`src/rtl/can_ovl_detect.sv`:
```
module can_ovl_detect #(
  parameter int IDX_W    = 3,
  parameter int IFS_TRIG = 2,
  parameter int EOF_LEN  = 7,
  parameter int DLM_LEN  = 8
) (
  input  logic             clk,
  input  logic             rst_n,
  input  logic             smp_stb,
  input  logic             bit_val,
  input  logic [2:0]       fld,
  input  logic [IDX_W-1:0] bit_idx,
  input  logic             is_rx,
  output logic             ovl_start,
  output logic [1:0]       ovl_cause
);
  localparam logic [2:0] F_IFS = 3'd1;
  localparam logic [2:0] F_EOF = 3'd2;
  localparam logic [2:0] F_ERD = 3'd3;
  localparam logic [2:0] F_OVD = 3'd4;
  localparam logic [IDX_W-1:0] IFS_LAST = IDX_W'(IFS_TRIG - 1);
  localparam logic [IDX_W-1:0] EOF_LAST = IDX_W'(EOF_LEN - 1);
  localparam logic [IDX_W-1:0] DLM_LAST = IDX_W'(DLM_LEN - 1);

  logic dom;
  logic hit_ifs, hit_eof, hit_dlm;
  logic [1:0] cause_nxt;

  assign dom     = smp_stb && !bit_val;
  assign hit_ifs = dom && fld == F_IFS && bit_idx <= IFS_LAST;
  assign hit_eof = dom && fld == F_EOF && bit_idx == EOF_LAST && is_rx;
  assign hit_dlm = dom && (fld == F_ERD || fld == F_OVD) && bit_idx == DLM_LAST;

  always_comb begin
    cause_nxt = 2'd0;
    if (hit_ifs)      cause_nxt = 2'd1;
    else if (hit_eof) cause_nxt = 2'd2;
    else if (hit_dlm) cause_nxt = 2'd3;
  end

  always_ff @(posedge clk) begin
    if (!rst_n) begin
      ovl_start <= 1'b0;
      ovl_cause <= 2'd0;
    end else begin
      ovl_start <= cause_nxt != 2'd0;
      ovl_cause <= cause_nxt;
    end
  end
endmodule

```
`config.mk`:
```
export PLATFORM = sky130hd
export DESIGN_NAME = can_ovl_detect
export DESIGN_NICKNAME = d
export VERILOG_FILES = /design/src/rtl/can_ovl_detect.sv
export SDC_FILE = /design/constraint.sdc
export NUM_CORES = 1
export LEC_CHECK = 0
export BUFFER_PORTS_ARGS = -buffer_cell sky130_fd_sc_hd__buf_2
export CORE_AREA = 5 5 42 44
export CTS_BUF_LIST = sky130_fd_sc_hd__clkbuf_16
export CTS_CLUSTER_SIZE = 16
export DETAILED_ROUTE_END_ITERATION = 10
export DIE_AREA = 0 0 47 49
export PLACE_DENSITY_LB_ADDON = 0.12
export SLEW_MARGIN = 5
export SYNTH_ARGS = -nofsm -noshare
export SYNTH_HDL_FRONTEND = slang
export SYNTH_SLANG_ARGS = --single-unit
```
`constraint.sdc`:
```
create_clock -name clk -period 0.8 [get_ports clk]
set_input_delay 0.04 -clock clk [delete_from_list [all_inputs] [get_ports clk]]
set_output_delay 0.04 -clock clk [all_outputs]
set_load 0.01 [all_outputs]
```
-- Yosys cells after proc, flatten, opt, wreduce, memory -nomap -nowiden
Index checks and enable logic that the tools add are counted.
- register bits after elaboration: 3
- output and inout bits: 3
- logic and storage cells: 23
- $lt $le $gt $ge: 1
- eq/ne operators: 6
- muxes and demuxes: 3
- reductions and logical operators: 11
- operators by type and width (cell ; count):
    3-bit equality test (second input constant) ; 3
    1-bit logical AND ; 8
    3-bit by 2-bit equality test with 1-bit output (second input constant) ; 2
    2-bit 2-to-1 mux ; 3
    3-bit by 1-bit equality test with 1-bit output (second input constant) ; 1
    3-bit by 1-bit less-or-equal comparator with 1-bit output (second input constant) ; 1
    2-bit nonzero test ; 1
    1-bit zero test ; 1
    1-bit logical OR ; 1

-- Logic depth before layout (Yosys ltp)
- word-level depth: 8
- depth in mapped cells: 4
- mapped depth without buffers: 4

-- Worst setup path before layout
Ideal clock, no wire load.
- kind: input to register
- start: input port bit_idx[1]
- end: register ovl_start
- arrival: 0.541 ns
- data required time: 0.730 ns
- slack: 0.189 ns
- cell stages on the path: 3
- path buffers: 0
- path through: nor4b_2 > o21ai_1 > a21boi_1
- cells in the longest elaborated chain, start to end: 6
- ends and longest elaborated chain (element ; line ; text):
    start, declared ; 12 ; input logic [IDX_W-1:0] bit_idx,
    3-bit equality test (on tied branches) ; 32, 31 ;
    1-bit logical AND (on tied branches) ; 32, 31 ;
    2-bit 2-to-1 mux or 1-bit logical AND (tied branches) ; 38, 31 ;
    2-bit 2-to-1 mux ; 37 ; else if (hit_eof) cause_nxt = 2'd2;
    2-bit 2-to-1 mux (*) ; 36 ; if (hit_ifs) cause_nxt = 2'd1;
    2-bit nonzero test (*) ; 46 ; ovl_start <= cause_nxt != 2'd0;
    end signal, assigned ; 43 ; ovl_start <= 1'b0;
    end signal, assigned ; 46 ;
    end, declared ; 14 ; output logic ovl_start,
Mark *: on every way between the ends. The rest lies on a longest branch, timed or not.
A chain may end at the register's enable or synchronous reset.

-- Worst setup path in the final report
- start: register ovl_cause[1]
- end: output port ovl_cause[1]
- RTL lines (element ; line ; text):
    start, declared ; 15 ; output logic [1:0] ovl_cause
    start signal, assigned ; 47 ; ovl_cause <= cause_nxt;
No word-level cell between the ends.

==> Implementation_results.wiki <==
{| class="wikitable"
! Metric !! Value
|-
| Die Width || 47 um
|-
| Cells resized by post-CTS repair || 0
|-
| Portion of total power attributed to combinational logic || 6.2%
|-
| Average routed wire per standard cell || 9.17 um
|-
| Area share of the largest cell type after synthesis || 35.0%
|-
| Post-synthesis net count || 30
|-
| Number of sinks driven by the clock tree || 3
|-
| Series of cell instances along the critical path || buf_2
|-
| Start-to-end type of the worst setup path || reg2out
|-
| Endpoints failing setup || 0
|-
| Inserted Clock Buffers || 3
|-
| Max-slew headroom at the worst pin || 83.6%
|-
| Critical path arrival || 640 ps
|-
| Detailed router's first-iteration violation count || 0
|-
| Total power per unit cell area || 2820 nW/um^2
|-
| Upper clock frequency limit || 1470 MHz
|-
| Final worst-path cycle share || 84.9%
|-
| Vias per Instance || 3.96
|-
| Unrepaired setup endpoints after global routing || no
|-
| Final-stage net count || 50
|-
| Number of fill cells in the layout || 159
|-
| Worst Slack Setup Final || 121 ps
|-
| Setup_tns || 0 ps
|-
| Reg area || 60.1 sq um
|-
| Min Tclk post-route || 679 ps
|-
| Cell area after technology mapping || 171 sq um
|-
| H-tree Lvls || 1
|-
| Number of synthesized register bits || 3
|-
| Max FO, Critical Path || 1
|-
| Leakage dissipation || 0.000157 uW
|-
| Post-synthesis sequential area ratio || 35.0%
|-
| Area growth from synthesis to layout || 104%
|-
| I/O pin cnt || 14
|-
| Die area || 2300 sq um
|-
| Switching portion of total power || 15.9%
|-
| Number of flops mapped to enable cells by yosys || 0
|-
| Number of hold violations in the final report || 0
|-
| Count of input and output buffers || 13
|-
| Post-synth ARST share || 0%
|-
| Initial Util || 12.2%
|-
| GRT overflow || 0
|-
| Mapped Cells || 19
|-
| Actual slew at the worst max-slew pin || 245 ps
|-
| Design internal power || 830 uW
|-
| Combined area of the multi-input logic cells || 111 sq um
|-
| Deepest clock path buffer count || 2
|-
| Clock tree from TritonCTS || yes
|-
| Startpoint type of the worst setup path || flop
|-
| Share of the core filled with cells || 25.0%
|-
| Core region area || 1400 sq um
|-
| DRC violations left || 0
|-
| Max Transition Viols Final || 0
|-
| Number of rows created at floorplan || 14
|-
| Largest net degree at the start of global routing || 5
|-
| Worst setup slack after placement || 19.6 ps
|-
| Count of hold buffers inserted by post-cts repair || 0
|-
| CTS clk-pin slew, worst paths || 30 ps
|-
| Overall fraction of global-route tracks in use || 4.86%
|-
| Via count of the first global-routing pass || 205
|-
| Initial antenna violation count || 0
|-
| Cell family with the largest share of critical-path delay || flip-flops
|-
| Peak supply drop || 509 uV
|-
| WP data required || 760 ps
|-
| Routed wire length || 495 um
|-
| Predominant post-synthesis flop cell || sky130_fd_sc_hd__dfxtp_1
|-
| Final ANT Viol Nets || 0
|-
| Switching power summed over all nets || 158 uW
|-
| Detailed Routing Iterations Pass 1 || 1
|-
| Register share of total power || 15.4%
|-
| Largest stage delay on the critical path || 290 ps
|-
| Mapped Avg Cell Area || 9.02 sq um
|-
| Layout cells sized above 1 || 55.3%
|-
| Overall die height || 49 um
|-
| Library cells used by synthesis || 11
|-
| Ranking of synthesized cells by instance count || sky130_fd_sc_hd__a21boi_1, sky130_fd_sc_hd__dfxtp_1, sky130_fd_sc_hd__nand2_1
|-
| Overall via count from detail_route || 214
|-
| Setup Fix Bufs, Post-CTS || 0
|-
| Routability congestion estimate from global placement || 0.590
|-
| Leading post-synthesis cells by cell area || sky130_fd_sc_hd__dfxtp_1, sky130_fd_sc_hd__a21boi_1, sky130_fd_sc_hd__nor3b_1
|-
| Yosys warning count || 0
|-
| Reported max-cap violation count || 0
|-
| Part of the power in the clock network || 78.5%
|-
| Worst hold path type || in2reg
|-
| Clock tree root buffer cell || sky130_fd_sc_hd__clkbuf_16
|-
| Critical path buffer and inverter count || 1
|-
| Slowest cell on the critical path || sky130_fd_sc_hd__dfxtp_1
|-
| Endpoint class of the critical path || output port
|-
| N_diodes || 0
|-
| Global-route wire length before repair || 772 um
|-
| Cell taking the most area after synthesis || sky130_fd_sc_hd__dfxtp_1
|-
| Status || completed
|}
==> power by group through the flow <==
stage | clock network (uW) | logic (uW) | registers, uW
3_5_place_dp | 0 | 62.2 | 154
3_3_place_gp | 0 | 61.2 | 154
5_1_grt | 810 | 68.1 | 152
2_1_floorplan | 0 | 16.7 | 154
4_1_cts | 793 | 62.4 | 152
6_report | 775 | 61.0 | 152
==> cell usage in the layout, fill, tap and decap left out, drive strengths merged <==
cell type  count
nand2          3
buf           15
nor3           1
nor4b          1
a21boi         3
nor3b          3
nand3          1
o21ai          2
dfxtp          3
nand4          1
clkbuf         3
nor2           1
inv            1
==> flip-flops by register name, indices dropped and copies added, names as in the netlist <==
name and count:
ovl_cause 2, ovl_start 1
==> per-stage QoR <==
stage	instance area [sq um]	hold WS [ps]	power (uW)	std cells
after floorplan	171	193	171	19
after CTS	350	79.7	1010	54
after detailed placement	272	310	216	50
after global routing	350	94.9	1030	54
after global placement	272	314	215	50
final	350	76.1	988	54
==> kinds of logic (layout without fill, tap and decap cells) <==
| family | count (synthesis) | in the layout | share of synthesized area [%] |
|---|---|---|---|
| compound gates | 5 | 5 | 19.0 |
| flops | 3 | 3 | 35.0 |
| buf+inv | 0 | 19 | 0 |
| simple gates | 11 | 11 | 46.0 |
==> area by class of cell <==
cell class	count	area share, %
multi-input cells	16	31.8
repair buffers	15	22.9
clock buffers	3	21.4
flip-flops and latches	3	17.1
well taps	16	5.71
clock inverters	1	1.07
==> final timing paths <==
check	start	to	slack, ps	cells after the start
worst max-delay path	ovl_cause[1]$_SDFF_PN0_	ovl_cause[1]	120	1
worst min-delay path	rst_n	ovl_start$_SDFF_PN0_	80	2
==> routing by layer <==
metal  vias up  wire length, um  global-route usage [%]
met5         -                0                       0
met4         0                0                    4.15
met3         0               63                    2.95
met2        13              208                    6.11
met1        92              223                    5.48
li1        109                -                       -
(Power assumes the default switching activity.)
